--- src/rtl/bcd_chain_pkg.sv ---
package bcd_chain_pkg;
    localparam int unsigned BCD_W = 4;
    typedef logic [BCD_W-1:0] bcd_t;
    localparam bcd_t BCD_MAX = 4'd9;

    typedef struct packed {
        bcd_t digit;
    } cell_state_t;
endpackage

--- src/rtl/bcd_decade_cell.sv ---
module bcd_decade_cell
    import bcd_chain_pkg::*;
(
    input  logic clk,
    input  logic rst_n,
    input  logic load,
    input  bcd_t load_val,
    input  logic step_in,
    output bcd_t digit,
    output logic step_out
);
    cell_state_t state_d, state_q;
    bcd_t        tog;
    bcd_t        q;

    assign q = state_q.digit;

    // Per-bit toggle terms: bit0 always, bit1 = ~Q8&Q1, bit2 = Q2&Q1, bit3 = Q8&Q1 | Q4&Q2&Q1
    always_comb begin
        tog[0] = 1'b1;
        tog[1] = ~q[3] & q[0];
        tog[2] = q[1] & q[0];
        tog[3] = (q[3] & q[0]) | (q[2] & q[1] & q[0]);
    end

    always_comb begin
        state_d = state_q;
        if (load)
            state_d.digit = load_val;
        else if (step_in)
            state_d.digit = q ^ tog;
    end

    always_ff @(posedge clk or negedge rst_n) begin
        if (!rst_n)
            state_q <= '0;
        else
            state_q <= state_d;
    end

    assign digit    = q;
    assign step_out = step_in & (q == BCD_MAX);

    p_count_up_r2: assert property (@(posedge clk) disable iff (!rst_n)
        (step_in && !load && q < BCD_MAX) |=> (q == $past(q) + 4'd1));
    p_wrap_nine_r2: assert property (@(posedge clk) disable iff (!rst_n)
        (step_in && !load && q == BCD_MAX) |=> (q == 4'd0));
    p_load_r5: assert property (@(posedge clk) disable iff (!rst_n)
        load |=> (q == $past(load_val)));
    p_hold_r6: assert property (@(posedge clk) disable iff (!rst_n)
        (!load && !step_in) |=> $stable(q));
    p_illegal_recover_r7: assert property (@(posedge clk) disable iff (!rst_n)
        (step_in && !load && q > BCD_MAX && q[0]) |=> (q <= BCD_MAX));
    p_pass_only_nine_r8: assert property (@(posedge clk) disable iff (!rst_n)
        step_out |-> (q == BCD_MAX));
endmodule

--- src/rtl/bcd_counter_chain.sv ---
module bcd_counter_chain
    import bcd_chain_pkg::*;
#(
    parameter int unsigned DIGITS = 3
) (
    input  logic                      clk,
    input  logic                      rst_n,
    input  logic                      cnt_en,
    input  logic                      carry_in,
    input  logic                      load,
    input  logic [BCD_W*DIGITS-1:0]   load_data,
    output logic [BCD_W*DIGITS-1:0]   digits,
    output logic                      carry_out
);
    logic [DIGITS:0] step_chain;

    assign step_chain[0] = cnt_en & carry_in & ~load;

    for (genvar k = 0; k < DIGITS; k++) begin : g_cell
        bcd_decade_cell u_cell (
            .clk      (clk),
            .rst_n    (rst_n),
            .load     (load),
            .load_val (load_data[BCD_W*k +: BCD_W]),
            .step_in  (step_chain[k]),
            .digit    (digits[BCD_W*k +: BCD_W]),
            .step_out (step_chain[k+1])
        );
    end

    assign carry_out = step_chain[DIGITS];

    p_carry_gate_r4: assert property (@(posedge clk) disable iff (!rst_n)
        carry_out |-> (cnt_en && carry_in && !load));
    p_top_wrap_r3: assert property (@(posedge clk) disable iff (!rst_n)
        carry_out |=> (digits == '0));
endmodule

--- config.mk ---
export PLATFORM = sky130hd
export DESIGN_NAME = bcd_counter_chain
export DESIGN_NICKNAME = d
export VERILOG_FILES = /design/src/rtl/bcd_chain_pkg.sv /design/src/rtl/bcd_decade_cell.sv /design/src/rtl/bcd_counter_chain.sv
export SDC_FILE = /design/constraint.sdc
export NUM_CORES = 1
export LEC_CHECK = 0
export ABC_AREA = 1
export BUFFER_PORTS_ARGS = -buffer_cell sky130_fd_sc_hd__buf_4
export CORE_UTILIZATION = 50
export DETAILED_ROUTE_END_ITERATION = 8
export GPL_ROUTABILITY_DRIVEN = 0
export GPL_TIMING_DRIVEN = 0
export PLACE_DENSITY_LB_ADDON = 0.12
export SYNTH_ARGS = -nofsm -noshare
export SYNTH_HDL_FRONTEND = slang
export SYNTH_SLANG_ARGS = --single-unit
--- constraint.sdc ---
create_clock -name clk -period 3.1 [get_ports clk]
set_clock_uncertainty 0.05 [all_clocks]
set_input_delay 0.465 -clock clk [delete_from_list [all_inputs] [get_ports clk]]
set_output_delay 0.465 -clock clk [all_outputs]
set_load 0.03 [all_outputs]
* Word-level counts from Yosys, hierarchy flattened *
Cells that the tools add are included.

storage, ports and cells
  word-level logic and storage cells = 45
  input bits = 17
  register bits after elaboration = 12
  output and inout bits = 13

cells by class
  reductions and logical operators = 3
  multiplexer cells = 6
  bitwise gates (word level) = 30
  equality and inequality tests = 3

operators with widths
  kind                number
  $mux 4              6
  $and 1x1->1         20
  $eq 4x4->1 const B  3
  $xor 4x4->4         3
  $reduce_bool 2->1   3
  $not 1->1           4
  $or 1x1->1          3

* Logic depth before layout (Yosys ltp) *
  depth in word-level cells = 6
  gate-level depth with buffers = 7
  mapped depth without buffers = 7

* Hierarchy *
A second synthesis with hierarchy kept.

second synthesis, totals
  cells, all modules = 119
  area total of the unflattened synthesis = 858.3 µm²

modules (own cells, without submodules)
  module             cells each  instances  area an instance (µm²)
  bcd_decade_cell    39          3          282.8
  bcd_counter_chain  2           1          10.0

* Least setup slack after synthesis *
Ideal clock, no wire load.

  path kind = reg-to-output
  start = register g_cell[0].u_cell.state_q (netlist bit g_cell[0].u_cell.digit[0])
  end = output port carry_out
  path buffers = 0
  arrival = 1.401 ns
  cell stages (with the launch flop) = 5
  slack = 1.184 ns
  required time = 2.585 ns
  cell sequence = dfrtp_1 > nand2_2 > nor2_4 > nand3_4 > nor2_1

between the ends
  word-level cells in the longest chain between the ends = 4

RTL lines
  item                       line                     source
  from (decl)                bcd_decade_cell.sv:12    cell_state_t state_d, state_q;
  from (signal assigned)     bcd_decade_cell.sv:38    state_q <= state_d;
  $eq 4x4->1                 bcd_decade_cell.sv:42    assign step_out = step_in & (q == BCD_MAX);
  $and 1x1->1 (3 in series)  bcd_decade_cell.sv:42
  to (decl)                  bcd_counter_chain.sv:13  output logic carry_out

Every way passes these cells.

* Worst setup path after layout *
  start = register g_cell[0].u_cell.state_q (netlist bit g_cell[0].u_cell.digit[1])
  end = output port carry_out

Same word-level chain as after synthesis.

==> results.md <==
* Outcome: completed
* Max Root-Sink Buffers at 2
* Die Span Y at 43.0 um
* FF+latch count, synth at 12
* Area contributors post-synth: dfrtp_1, nand2_1, nand3_1
* Total routed wirelength at 2.12 mm
* PD cells at 474 mW/mm2
* Pleak at 0.598 nW
* Max Clock Freq at 500 MHz
* # nets final at 170
* Reg2reg start: g_cell[0].u_cell.digit[1]$_DFFE_PN0P_
* R2r worst-path depth at 7
* Required time worst endpoint at 2.58 ns
* NetSw at 0.205 mW
* R2R setup slack at 1.89 ns
* DR iter-0 viols at 17
* Hold Fails Final Rpt at 0
* P_int at 0.324 mW
* Hpwl dp at 1.55 mm
* Flip-flop count of the largest register after layout at 12
* Worst Path Max Fanout at 6
* DIE WIDTH at 43.0 um
* Flop pwr share at 38.3%
* Number of CTS-inserted buffers at 3
* Die Area at 0.00185 mm2
* Root Buffer: clkbuf_4
* Area Growth Syn to Fin at 32.9%
* Num ports at 30
* Num rows at 14
* Tcrit/Tclk final at 64.5%
* GR Overflow Total at 0
* DRC viols at 0
* Post-DRT Antenna Nets at 0
* Sw Share at 38.8%
* Initial antenna violation count at 0
* Area share of the largest cell type after synthesis at 35.7%
* Crit path kind: reg2out
* Crit path largest cell delay at 0.43 ns
* Post-CTS Resized at 0
* Unrepaired setup endpoints after global routing: no
* Slowest CP cell: dfrtp_1
* Comb power frac at 36.5%
* Total number of vias at 923
* Async SR Flop Fraction at 100%
* Clock latency on the worst-skew pair at 0.29 ns
* Cells along the critical path: inv_1 > nand2_1 > nor2_4 > nand3_4 > nor2_1 > buf_4
* DR vias/cell at 5.49
* Critical Path Sink: carry_out
* Core Area at 0.00154 mm2
* DR WL/cell at 12.6 um
* Hold slack at 0.354 ns
* Global-route wire length before repair at 3.46 mm
* Max Cap Violations at 0
* Clk pwr share at 25.2%
* Setup TNS at 0 ns
* Cell Area, Synth at 841 um2
* Synthesized area per cell at 7.07 um2
* Rel. slew slack at 79.1%
* Number of global-route vias before repair at 811
* # Post-CTS Setup Buffers at 0
* Synthesis warning total at 0
* Final min period at 2.00 ns
* Worst setup SP type: register
* Dominant cell type by area after synthesis: dfrtp_1
* Syn Nets at 136
* Slew Limit Fails at 0
* Worst Max-Slew Pin Slew at 0.312 ns
* Largest net degree at the start of global routing at 13
* CP Capture Type: primary output
* Worst hold-check path type: in2reg
* H-tree levels at 1
* Yosys cell types at 21
* CTS clock-pin slew for the worst setup and hold paths at 0.08 ns
* R2r endpoint: g_cell[2].u_cell.digit[3]$_DFFE_PN0P_
* Crit path from: g_cell[0].u_cell.digit[1]$_DFFE_PN0P_
* First-pass DRT Iterations at 4
* Gr usage total at 25.5%
* Port Buffers at 28
* Final setup vio count at 0
* Antenna Cells at 0
* Initial core utilization at 54.5%
* Proportion of layout cells with a drive suffix above 1 at 31.6%
* VDD IR max at 0.297 mV
* Register area share after synthesis at 35.7%
* CTS tree: done
* Synth Instances at 119
* Crit path DAT at 1.49 ns
* Most common flop cell mapped by yosys: dfrtp_1
* EDFF count, synth at 0
* Clock sink count at 12
[cell type report]
type                       count  area, um2
buffer                         4       41.3
multi-input combinational     92        458
timing repair buffer          29        220
sequential                    12        300
tap                           16       20.0
fill                         127        424
clock buffer                   4       36.3
inverter                      11       41.3
[synth_stat cells, types with 2 or more instances]
master    n
nand2_4   2
o21ai_0   5
nand2_2   3
buf_6     2
nand2_1  46
o21ai_2   2
dfrtp_1  12
nand3_1  17
nor2_4    2
nor2_1    4
nand4_1   3
inv_1    10
a21oi_1   3
[through the flow]
stage          worst slack, ns  area (um2)  total power, mW  util [%]  std cells
3_3_place_gp              1.36        1070            0.391      69.5        163
6_report                  1.10        1120            0.530      72.5        168
2_1_floorplan             1.18         841            0.327         -        119
5_1_grt                   1.02        1120            0.558      72.5        168
3_5_place_dp              1.34        1070            0.398      69.5        163
4_1_cts                   1.10        1120            0.527      72.5        168
[repair_timing]
item / CTS / global route
hold buffers: 1 / 0
hold endpoints to repair: 12 / 0
endpoints found under the setup margin: 0 / 0
[placed cells by master (no fill, tap or decap)]
master and instances:
o21ai_1 1, xor2_1 1, nand4_1 3, nand2_2 3, inv_1 10, nand3_1 17, nand3_4 1, o21ai_0 5
clkbuf_8 2, dfrtp_1 12, inv_2 1, nand2_4 2, nor2_4 2, buf_4 28, a22oi_1 1, nand2_1 46
clkbuf_2 1, o21ai_2 2, a21oi_1 3, buf_6 2, clkbuf_4 3, nor2_1 4, dlygate4sd3_1 1, nor2_2 1
[worst max-delay path, delay by kind of cell, from the launching register on]
family	cells	cell delay [ns]
buffers and inverters	2	0.28
AND/OR/NAND/NOR	4	0.50
flip-flops	1	0.43
[metal layers]
layer / part of all wire [%] / track usage (%)
met1: 40 / 32.1
met2: 52 / 42.1
met3: 6.3 / 5.11
met4: 1.3 / 10.9
met5: 0 / 0
[kinds of logic (layout without fill, tap and decap cells)]
kind of cell              Yosys count  count (layout)  synth area share, %
and+or+nand+nor                    79              79                 45.1
DFF                                12              12                 35.7
xor gates and xnor gates            1               1                 1.04
buffers and inverters              15              48                 9.82
AOI/OAI and AO/OA                  12              12                 8.33
[power by group through the flow]
stage / sequential (mW) / clock, mW / combinational, mW
global route: 0.207 / 0.139 / 0.212
detailed placement: 0.205 / 0 / 0.193
CTS: 0.202 / 0.130 / 0.195
finish: 0.203 / 0.133 / 0.193
global placement: 0.205 / 0 / 0.186
floorplan: 0.243 / 0 / 0.0840
[worst min-delay path by stage]
stage	slack, ns	end	from	cells past startpoint
final	0.35	g_cell[1].u_cell.digit[3]$_DFFE_PN0P_	load_data[7]	3
after floorplan	0.12	g_cell[0].u_cell.digit[0]$_DFFE_PN0P_	rst_n	0
after detailed placement	0.27	g_cell[1].u_cell.digit[0]$_DFFE_PN0P_	rst_n	1
after CTS	0.36	g_cell[1].u_cell.digit[3]$_DFFE_PN0P_	load_data[7]	3
after global routing	0.36	g_cell[1].u_cell.digit[3]$_DFFE_PN0P_	load_data[7]	3
after global placement	0.26	g_cell[1].u_cell.digit[0]$_DFFE_PN0P_	rst_n	1
Power figures use the tool's default switching activity.
